$ cat src/rtl/regtest_pkg.sv
package regtest_pkg;
  typedef enum logic [2:0] {
    ST_IDLE,
    ST_WR,
    ST_RD,
    ST_CMP,
    ST_EWAIT
  } seq_st_t;
endpackage

$ cat src/rtl/rt_pattern.sv
// Walking-ones schedule decode: step i writes data bit i.
// First AW-1 steps walk a single address bit upward from bit 1;
// later steps keep bit 0 set and walk a second bit from bit 1.
module rt_pattern #(
  parameter int AW = 8,
  parameter int DW = 12,
  parameter int SW = $clog2(DW)
) (
  input  logic [SW-1:0] step_i,
  output logic [AW-1:0] addr_o,
  output logic [DW-1:0] data_o
);
  localparam int PH1 = AW - 1;

  always_comb begin
    int idx;
    idx    = int'(step_i);
    data_o = DW'(1) << idx;
    if (idx < PH1) addr_o = AW'(1) << (idx + 1);
    else           addr_o = AW'(1) | (AW'(1) << (idx - PH1 + 1));
  end
endmodule

$ cat src/rtl/rt_err_track.sv
module rt_err_track #(
  parameter int DW = 12
) (
  input  logic          clk,
  input  logic          rst,
  input  logic          clr_i,
  input  logic          cmp_en_i,
  input  logic [DW-1:0] rdata_i,
  input  logic [DW-1:0] expect_i,
  input  logic          afault_i,
  output logic          any_err_nxt_o,
  output logic          two_pulse_o
);
  logic data_q, addr_q, data_d, addr_d;

  always_comb begin
    data_d = data_q | (cmp_en_i && (rdata_i != expect_i));
    addr_d = addr_q | afault_i;
    if (clr_i) begin
      data_d = 1'b0;
      addr_d = 1'b0;
    end
  end

  always_ff @(posedge clk) begin
    if (rst) begin
      data_q <= 1'b0;
      addr_q <= 1'b0;
    end else begin
      data_q <= data_d;
      addr_q <= addr_d;
    end
  end

  assign any_err_nxt_o = data_d | addr_d;
  assign two_pulse_o   = addr_q;  // address class takes priority
endmodule

$ cat src/rtl/rt_pulse.sv
module rt_pulse #(
  parameter int PULSE_LOW    = 1250,
  parameter int PULSE_PERIOD = 10000
) (
  input  logic clk,
  input  logic rst,
  input  logic en_i,
  input  logic two_i,
  output logic go_pass_o,
  output logic pulse_n_o
);
  localparam int CW = $clog2(PULSE_PERIOD + 1);

  logic [CW-1:0] cnt;
  logic          two_q, two_e, low;
  int            c;

  always_ff @(posedge clk) begin
    if (rst || !en_i) cnt <= '0;
    else if (int'(cnt) == PULSE_PERIOD - 1) cnt <= '0;
    else cnt <= cnt + 1'b1;
  end

  always_ff @(posedge clk) begin
    if (rst) two_q <= 1'b0;
    else if (en_i && cnt == '0) two_q <= two_i;
  end

  always_comb begin
    c     = int'(cnt);
    two_e = (cnt == '0) ? two_i : two_q;
    low   = (c < PULSE_LOW) ||
            (two_e && c >= 2 * PULSE_LOW && c < 3 * PULSE_LOW);
    go_pass_o = en_i && (c == (two_e ? 3 * PULSE_LOW : PULSE_LOW));
  end

  always_ff @(posedge clk) begin
    if (rst) pulse_n_o <= 1'b1;
    else     pulse_n_o <= !(en_i && low);
  end
endmodule

$ cat src/rtl/regtest_seq.sv
module regtest_seq #(
  parameter int AW           = 8,
  parameter int DW           = 12,
  parameter int PULSE_LOW    = 1250,
  parameter int PULSE_PERIOD = 10000
) (
  input  logic          clk,
  input  logic          rst,
  input  logic          start_i,
  input  logic          addr_fault_i,
  input  logic [DW-1:0] rf_rdata_i,
  output logic [AW-1:0] rf_addr_o,
  output logic [DW-1:0] rf_wdata_o,
  output logic          rf_we_o,
  output logic          rf_re_o,
  output logic          busy_o,
  output logic          pass_o,
  output logic          fail_o,
  output logic          rst_pulse_n_o,
  output logic          halt_n_o
);
  import regtest_pkg::*;

  localparam int SW = $clog2(DW);

  seq_st_t       st, st_n;
  logic [SW-1:0] step, step_n;
  logic          load, pass_set, emode_set, accept;
  logic          err_mode;
  logic          any_err_nxt, two_pulse, go_pass;
  logic [AW-1:0] pat_addr;
  logic [DW-1:0] pat_data;

  rt_pattern #(.AW(AW), .DW(DW), .SW(SW)) u_pat (
    .step_i (step_n),
    .addr_o (pat_addr),
    .data_o (pat_data)
  );

  rt_err_track #(.DW(DW)) u_err (
    .clk           (clk),
    .rst           (rst),
    .clr_i         (accept),
    .cmp_en_i      (st == ST_CMP),
    .rdata_i       (rf_rdata_i),
    .expect_i      (rf_wdata_o),
    .afault_i      (addr_fault_i && st != ST_IDLE),
    .any_err_nxt_o (any_err_nxt),
    .two_pulse_o   (two_pulse)
  );

  rt_pulse #(.PULSE_LOW(PULSE_LOW), .PULSE_PERIOD(PULSE_PERIOD)) u_pulse (
    .clk       (clk),
    .rst       (rst),
    .en_i      (err_mode),
    .two_i     (two_pulse),
    .go_pass_o (go_pass),
    .pulse_n_o (rst_pulse_n_o)
  );

  always_comb begin
    st_n      = st;
    step_n    = step;
    load      = 1'b0;
    accept    = 1'b0;
    pass_set  = 1'b0;
    emode_set = 1'b0;
    unique case (st)
      ST_IDLE: if (start_i) begin
        st_n   = ST_WR;
        step_n = '0;
        load   = 1'b1;
        accept = 1'b1;
      end
      ST_WR:  st_n = ST_RD;
      ST_RD:  st_n = ST_CMP;
      ST_CMP: begin
        if (int'(step) == DW - 1) begin
          if (err_mode || any_err_nxt) begin
            st_n      = ST_EWAIT;
            emode_set = 1'b1;
          end else begin
            st_n     = ST_IDLE;
            pass_set = 1'b1;
          end
        end else begin
          st_n   = ST_WR;
          step_n = step + 1'b1;
          load   = 1'b1;
        end
      end
      ST_EWAIT: if (go_pass) begin
        st_n   = ST_WR;
        step_n = '0;
        load   = 1'b1;
      end
      default: st_n = ST_IDLE;
    endcase
  end

  always_ff @(posedge clk) begin
    if (rst) begin
      st         <= ST_IDLE;
      step       <= '0;
      rf_addr_o  <= '0;
      rf_wdata_o <= '0;
      rf_we_o    <= 1'b0;
      rf_re_o    <= 1'b0;
      pass_o     <= 1'b0;
      err_mode   <= 1'b0;
      halt_n_o   <= 1'b1;
    end else begin
      st       <= st_n;
      step     <= step_n;
      rf_we_o  <= load;
      rf_re_o  <= (st_n == ST_RD);
      halt_n_o <= 1'b1;
      if (load) begin
        rf_addr_o  <= pat_addr;
        rf_wdata_o <= pat_data;
      end
      if (accept)        pass_o <= 1'b0;
      else if (pass_set) pass_o <= 1'b1;
      if (emode_set) err_mode <= 1'b1;
    end
  end

  assign busy_o = (st != ST_IDLE);
  assign fail_o = err_mode;
endmodule

$ cat config.mk
export PLATFORM = sky130hd
export DESIGN_NAME = regtest_seq
export DESIGN_NICKNAME = d
export VERILOG_FILES = /design/src/rtl/regtest_pkg.sv /design/src/rtl/rt_pattern.sv /design/src/rtl/rt_err_track.sv /design/src/rtl/rt_pulse.sv /design/src/rtl/regtest_seq.sv
export SDC_FILE = /design/constraint.sdc
export NUM_CORES = 1
export LEC_CHECK = 0
export ABC_AREA = 0
export BUFFER_PORTS_ARGS = -buffer_cell sky130_fd_sc_hd__buf_2
export CORE_MARGIN = 10
export CORE_UTILIZATION = 30
export DETAILED_ROUTE_END_ITERATION = 12
export GPL_ROUTABILITY_DRIVEN = 1
export PLACE_DENSITY = 0.47
export SKIP_LAST_GASP = 1
export SLEW_MARGIN = 20
export SYNTH_ARGS = -nofsm -noshare
export SYNTH_HDL_FRONTEND = slang
export SYNTH_HIERARCHICAL = 1
export SYNTH_SLANG_ARGS = --single-unit
$ cat constraint.sdc
create_clock -name clk -period 3.9 [get_ports clk]
set_input_delay 0.39 -clock clk [delete_from_list [all_inputs] [get_ports clk]]
set_output_delay 0.39 -clock clk [all_outputs]
set_load 0.05 [all_outputs]
After elaboration in Yosys (flattened, before gate mapping)

Index checks and enable logic that the tools add are counted.

Register bits after elaboration: 49
Latch bits: 0
Memory bits (writable): 0
Memory bits (read-only): 0
Input port bits: 16
Output and inout bits: 27
Logic and storage cells: 79
Memories kept: 0

Add/sub/neg operators: 5
Multiply operators: 0
Divide/modulo/power cells: 0
Magnitude comparators: 4
Eq/ne operators: 9
Shift-type cells: 3
Multiplexer cells: 25
Bitwise logic cells: 3
Reductions and logical operators: 17

Operators with widths:

| cell                                                                                  | count |
|---|---|
| 1-bit by 32-bit left shift with 8-bit output, first input constant                    | 2 |
| 32-bit by 2-bit adder with 32-bit output, second input constant                       | 1 |
| 15-bit by 32-bit equality test with 1-bit output                                      | 1 |
| 3-bit case mux with 5 select lines                                                    | 1 |
| 14-bit by 1-bit adder with 14-bit output, second input constant                       | 1 |
| 14-bit equality test, second input constant                                           | 1 |
| 14-bit by 12-bit greater-or-equal comparator with 1-bit output, second input constant | 1 |
| 14-bit logical NOT                                                                    | 1 |
| 14-bit by 11-bit < comparator with 1-bit output, second input constant                | 1 |
| 14-bit by 12-bit < comparator with 1-bit output, second input constant                | 1 |
| 1-bit two-way mux                                                                     | 13 |
| 12-bit two-way mux                                                                    | 1 |
| 3-bit two-way mux                                                                     | 4 |
| 4-bit two-way mux                                                                     | 3 |
| 12-bit inequality test                                                                | 1 |
| 4-bit case mux with 3 select lines                                                    | 1 |
| 1-bit by 4-bit left shift with 12-bit output, first input constant                    | 1 |
| 3-bit by 2-bit equality test with 1-bit output, second input constant                 | 3 |
| 8-bit two-way mux                                                                     | 1 |
| 1-bit logical AND                                                                     | 7 |
| 4-bit by 1-bit adder with 5-bit output, second input constant                         | 1 |
| 4-bit by 3-bit subtractor with 5-bit output, second input constant                    | 1 |
| 4-bit by 1-bit adder with 4-bit output, second input constant                         | 1 |
| 4-bit equality test, second input constant                                            | 1 |
| other kinds (10)                                                                      | 16 |

Longest topological paths before layout

Depth in word-level cells: 11
Depth in mapped cells: 18
Depth with buffers taken out: 17

Hierarchy

Netlist, hierarchy kept.

By module, submodules not included:

| module       | times used | cells each | area an instance (um^2) | sequential area each (um^2) |
|---|---|---|---|---|
| regtest_seq  | 1          | 148        | 1,372.6                 | 620.6 |
| rt_pulse     | 1          | 113        | 920.9                   | 320.3 |
| rt_pattern   | 1          | 53         | 361.6                   | 0.0 |
| rt_err_track | 1          | 25         | 217.7                   | 40.0 |

Worst setup path before layout

No wires, ideal clock.

Path type: flip-flop to flip-flop
Start point: reg u_pulse.cnt[0]
End point: reg rf_addr_o[4]
Library setup time: 72 ps
Arrival time: 4,167 ps
Data required time: 3,828 ps
Setup slack: -339 ps
Cell stages (with the launch flop): 18
Path buffers: 1
Period minus slack after synthesis: 4,239 ps
Cells stage by stage: dfxtp_1 > inv_1 > ha_1 > or4b_2 > nor4_2 > mux2i_1 > mux2i_1 > nor3_1 > mux2i_1 > o32a_1 > buf_6 > mux2_2 > ha_1 > ha_1 > or4_1 > o21ai_1 > nand2_1 > mux2i_1

Longest elaborated chain between the ends: 11
Elaborated cells on any way between the ends: 16
Classes of those cells: add/sub: 3; order compare: 1; eq/ne: 1; shift: 2; mux: 7; reduce/logical: 2

Ends and longest elaborated chain:

| element                                            | line               | source |
|---|---|---|
| start, declared                                    | rt_pulse.sv:14     | `logic [CW-1:0] cnt;` |
| start signal, assigned                             | rt_pulse.sv:21     | `else cnt <= cnt + 1'b1;` |
| 14-bit logical NOT                                 | rt_pulse.sv:31     | `two_e = (cnt == '0) ? two_i : two_q;` |
| 1-bit two-way mux                                  | rt_pulse.sv:31     |  |
| 12-bit two-way mux                                 | rt_pulse.sv:34     | `go_pass_o = en_i && (c == (two_e ? 3 * PULSE_LOW : PULSE_LOW));` |
| 15-bit by 32-bit equality test with 1-bit output * | rt_pulse.sv:34     |  |
| 1-bit logical AND *                                | rt_pulse.sv:34     |  |
| via go_pass                                        | regtest_seq.sv:30  | `logic any_err_nxt, two_pulse, go_pass;` |
| 4-bit two-way mux *                                | regtest_seq.sv:92  | `ST_EWAIT: if (go_pass) begin` |
| 4-bit case mux with 3 select lines *               | regtest_seq.sv:68  | `unique case (st)` |
| via step_n[0]                                      | regtest_seq.sv:27  | `logic [SW-1:0] step, step_n;` |
| 4-bit by 3-bit subtractor with 5-bit output        | rt_pattern.sv:20   | `else addr_o = AW'(1) \| (AW'(1) << (idx - PH1 + 1));` |
| 32-bit by 2-bit adder with 32-bit output           | rt_pattern.sv:20   |  |
| 1-bit by 32-bit left shift with 8-bit output       | rt_pattern.sv:20   |  |
| 8-bit two-way mux *                                | rt_pattern.sv:19   | `if (idx < PH1) addr_o = AW'(1) << (idx + 1);` |
| via pat_addr[4]                                    | regtest_seq.sv:31  | `logic [AW-1:0] pat_addr;` |
| end signal, assigned                               | regtest_seq.sv:119 | `rf_addr_o <= pat_addr;` |
| end, declared                                      | regtest_seq.sv:12  | `output logic [AW-1:0] rf_addr_o,` |

Mark *: on every way through the listed nets, which the timed path passes. The rest lies on a longest branch.
A chain may end at the register's enable or synchronous reset.

Final worst setup path

Start point: reg u_pulse.cnt[0]
End point: reg rf_addr_o[2]

The elaborated chain is that of the path after synthesis.

==> summary.md <==
The flow ran to the end, and the final reports show no timing, DRC or antenna violations. The number of I/O port buffers was 41; the area of the die was 13900 um^2. After detailed routing, the number of remaining DRC violations is 0. Synthesis produced a netlist whose cell count is 339.

For the pin with the worst max-slew slack, the measured transition is 0.806 ns. The via count was 2472; the sequential area share after synthesis was 0.341. The largest stage delay on the critical path is 0.47 ns, and the fraction of the cycle the final worst path needs is 0.984. The final layout contains 426 nets. The part of the power in the clock network was 0.339. Setup repair after global routing could not meet its margin everywhere. Synthesis inferred 49 register bits. From bottom edge to top edge, the die measures 118 um. Wires add up to 7360 um. The logs give 0.384 for the final core utilization and 43 for the boundary pin count.

The run gives 0.309 as the initial cell density of the core. The CTS clock-pin slew for the worst setup and hold paths was 0.11 ns. The number of different library cells in the post-synthesis netlist was 59; the number of global-route vias before repair was 2482. The flip-flop cell with the highest count after synthesis was dfxtp_1. The design area is 3560 um^2. The path class of the tightest hold or removal check is input port to register. After synthesis, the cell types taking the most area are dfxtp_1 (34%), mux2i_1 (8.0%), nand2_1 (6.9%). The die is 118 um wide. The largest fanout on the critical path was 4.

The logs give 0.840 for the routability congestion estimate and 0 for the number of antenna-violating nets in the routed design. The final worst clock skew is 0.0172 ns. The total overflow left after global routing is 0.

The longest clock path from root to sink contains 2 buffers. The first global-routing pass estimated 12000 um of wire. The number of endpoints failing setup at the final stage was 0; the share of total power in sequential cells was 0.462. Cell count after placement: 516.

The clock tree synthesis step divided the H-tree into 2 levels. The count of max-cap constraint violations was 0. In this run the most critical hold path is launched from rst. The post-route minimum period is 3.84 ns. In the routed layout, each cell is associated on average with a via count of 4.68. The post-synthesis net count is 367, and the worst endpoint required time is 4.14 ns. The library cell with the largest summed area after synthesis was dfxtp_1. The logs give 260 MHz for the peak clock frequency supported by timing and 0.813 mW for the internal power contribution. The top-area cell type share of the netlist area works out to 0.341. The run gives 4 as the detailed-routing iteration count for the pre-antenna-repair pass. Most repeated library cell on the critical path: mux2i_1. The cell area that synthesis handed to floorplanning was 2870 um^2. The total CTS buffers is 5. The tools report the critical path capture point type as a register.

The region available for standard cell placement spans 9280 um^2. The switching power share of the total was 0.306. The tools report the clock root buffer as clkbuf_8.

The pin count of the biggest net entering global routing is 43. Relative to the synthesized area, the layout overhead comes to 24.0%. The critical path is of the register to register type. The sink count of the clock tree is 49, and the relative slew slack is 0.458.

By instance count, the leading cell after synthesis is nand2_1. The worst setup path is launched from a register. The logs give 0.200 for the share of power burned in combinational logic and 1.52 nW for the static power due to leakage.

The repair_antennas step left the layout with diodes totalling 0. The number of antenna violations at the first check in global routing is 0. The total global-route track usage came out at 0.102.

Averaged over all synthesized cells, the footprint is 8.47 um^2. During synthesis, Yosys emitted a total of 6 warnings. The placement-stage cell area was 3340 um^2. The number of buffers and inverters on the critical path was 4. The family of cells with the greatest summed delay on the critical path is simple AND/OR/NAND/NOR gates. Data arrives at the worst endpoint at 4.08 ns.

After the first detailed-routing iteration, the DRC count stood at 101. IR analysis of the VDD net gives a maximum drop of 0.184 mV. The commonest cells after synthesis are nand2_1 (53), dfxtp_1 (49), nor2_1 (32). The floorplan has 35 rows.

For the count of final hold-check violations, the log shows 0. The tools report the launch point of the worst path as u_pulse/cnt[0]. The finished layout holds 528 standard cells, fillers aside. The average wire per standard cell was 13.9 um; the later-pin clock latency in the skew report was 0.32 ns. Dividing total power by cell area gives a power density of 329 nW/um^2. Max-slew violation count: 0. The share of cells above drive strength 1 is 0.278, and the net switching power is 0.358 mW. The design draws 1.17 mW.

The signal on the critical path passes through inv_2 > ha_2 > or4b_4 > nor4_4 > mux2i_1 > mux2i_1 > nor3_2 > mux2i_1 > o32a_1 > mux2_4 > ha_4 > ha_4 > buf_4 > inv_2 > a211oi_2 > buf_4 > a22o_1 > nand2_1 > mux2i_1. TritonCTS built the clock tree. Detailed placement ended at an HPWL of 5290 um.

The launching point of the worst reg2reg path was u_pulse/cnt[0]. The number of synthesized flops with an enable pin was 0; the share of synthesized registers carrying an async set or reset was 0. The slowest cell on the critical path was or4b_4.
## layout by cell type (no fill, tap or decap), types with 2 or more instances in the layout
cell type | Yosys | final
nor2_1 | 32 | 32
a31oi_1 | 2 | 2
nand2b_1 | 2 | 2
a21oi_1 | 7 | 7
and4b_1 | 2 | 2
nor4b_1 | 2 | 2
nand2_1 | 53 | 53
dfxtp_1 | 49 | 48
nor2b_1 | 9 | 9
or4_4 | 2 | 2
and2_1 | 11 | 11
clkbuf_8 | 0 | 6
or4_1 | 2 | 2
a211oi_2 | 0 | 2
o21ai_1 | 4 | 2
xnor2_1 | 15 | 15
inv_1 | 11 | 9
buf_2 | 3 | 41
ha_4 | 0 | 2
nand4_1 | 7 | 7
o21ai_2 | 0 | 2
nand3_1 | 12 | 12
xor2_1 | 10 | 10
or3_1 | 2 | 2
mux2i_1 | 23 | 23
nor4_1 | 4 | 4
o21ai_0 | 2 | 2
a32o_1 | 2 | 2
inv_2 | 1 | 3
buf_4 | 1 | 34
nor3_1 | 7 | 6
ha_1 | 12 | 9
## power groups by stage
stage,sequential [mW],combinational [mW],clock (mW)
after detailed placement,0.550,0.229,0
after CTS,0.539,0.230,0.411
after global placement,0.550,0.229,0
final,0.541,0.234,0.396
after floorplan,0.569,0.175,0
after global routing,0.544,0.253,0.425
## path summary, 6_finish.rpt
path,endpoint,slack [ns],depth (start not counted)
setup / recovery,rf_addr_o[2],0.06,19
hold / removal,fail_o,0.43,2
setup reg to reg,rf_addr_o[2],0.06,19
hold reg to reg,rf_addr_o[1],0.46,2
## cells by family after synthesis
logic type,after synthesis,synth area share
simple gates,157,0.283
flops,49,0.341
buf+inv,36,0.0701
compound gates,34,0.0876
xor+xnor,25,0.0762
mux,25,0.0880
fa+ha+maj,12,0.0523
other cells,1,0.00131
## worst register-to-register path: stages, from the launching register on
cell and delay [ns]:
dfxtp_2 0.33, inv_2 0.05, ha_2 0.15, or4b_4 0.47, nor4_4 0.27, mux2i_1 0.27, mux2i_1 0.12, nor3_2 0.15
mux2i_1 0.11, o32a_1 0.34, mux2_4 0.31, ha_4 0.18, ha_4 0.27, buf_4 0.11, inv_2 0.03, a211oi_2 0.14
buf_4 0.16, a22o_1 0.13, nand2_1 0.05, mux2i_1 0.13
## layer usage
layer  share of wire  track usage  routed length (um)  up-vias
met5               0            0                   0        -
met2            0.43        0.155                3180       48
met4           0.013       0.0317                  94        0
li1                -            -                   -     1270
met1            0.51        0.135                3780     1143
met3           0.041       0.0293                 300       11
## sequential cells by signal, indices dropped and copies added (netlist names), 3 cells and up
register and cells:
rf_wdata_o 12, st 3, rf_addr_o 8, step 4, u_pulse/cnt 14
## layout make-up
type	count	area (um^2)
Fill cell	982	5720
Sequential cell	49	982
Clock inverter	2	37.5
Inverter	13	48.8
Multi-Input combinational cell	254	1790
Tap cell	129	161
Clock buffer	6	82.6
Timing Repair Buffer	75	460
## timing repair
| item | CTS | global route |
|---|---|---|
| endpoints found under the hold margin | 0 | 0 |
| resized for setup | 1 | 15 |
| cloned | 0 | 0 |
| buffers inserted | 1 | 3 |
| pin swaps | 3 | 3 |
| endpoints found under the setup margin | 7 | 8 |
| hold buffers | 0 | 0 |
## stage by stage
stage	hold WS, ns	worst slack (ns)	TNS (ns)
after floorplan	0.435	0.0175	0
after global placement	0.442	0.0234	0
after detailed placement	0.453	-0.0502	-0.0707
after CTS	0.421	-0.0525	-0.0525
after global routing	0.453	-0.152	-0.760
final	0.432	0.0605	0
Power figures use the tool's default switching activity.
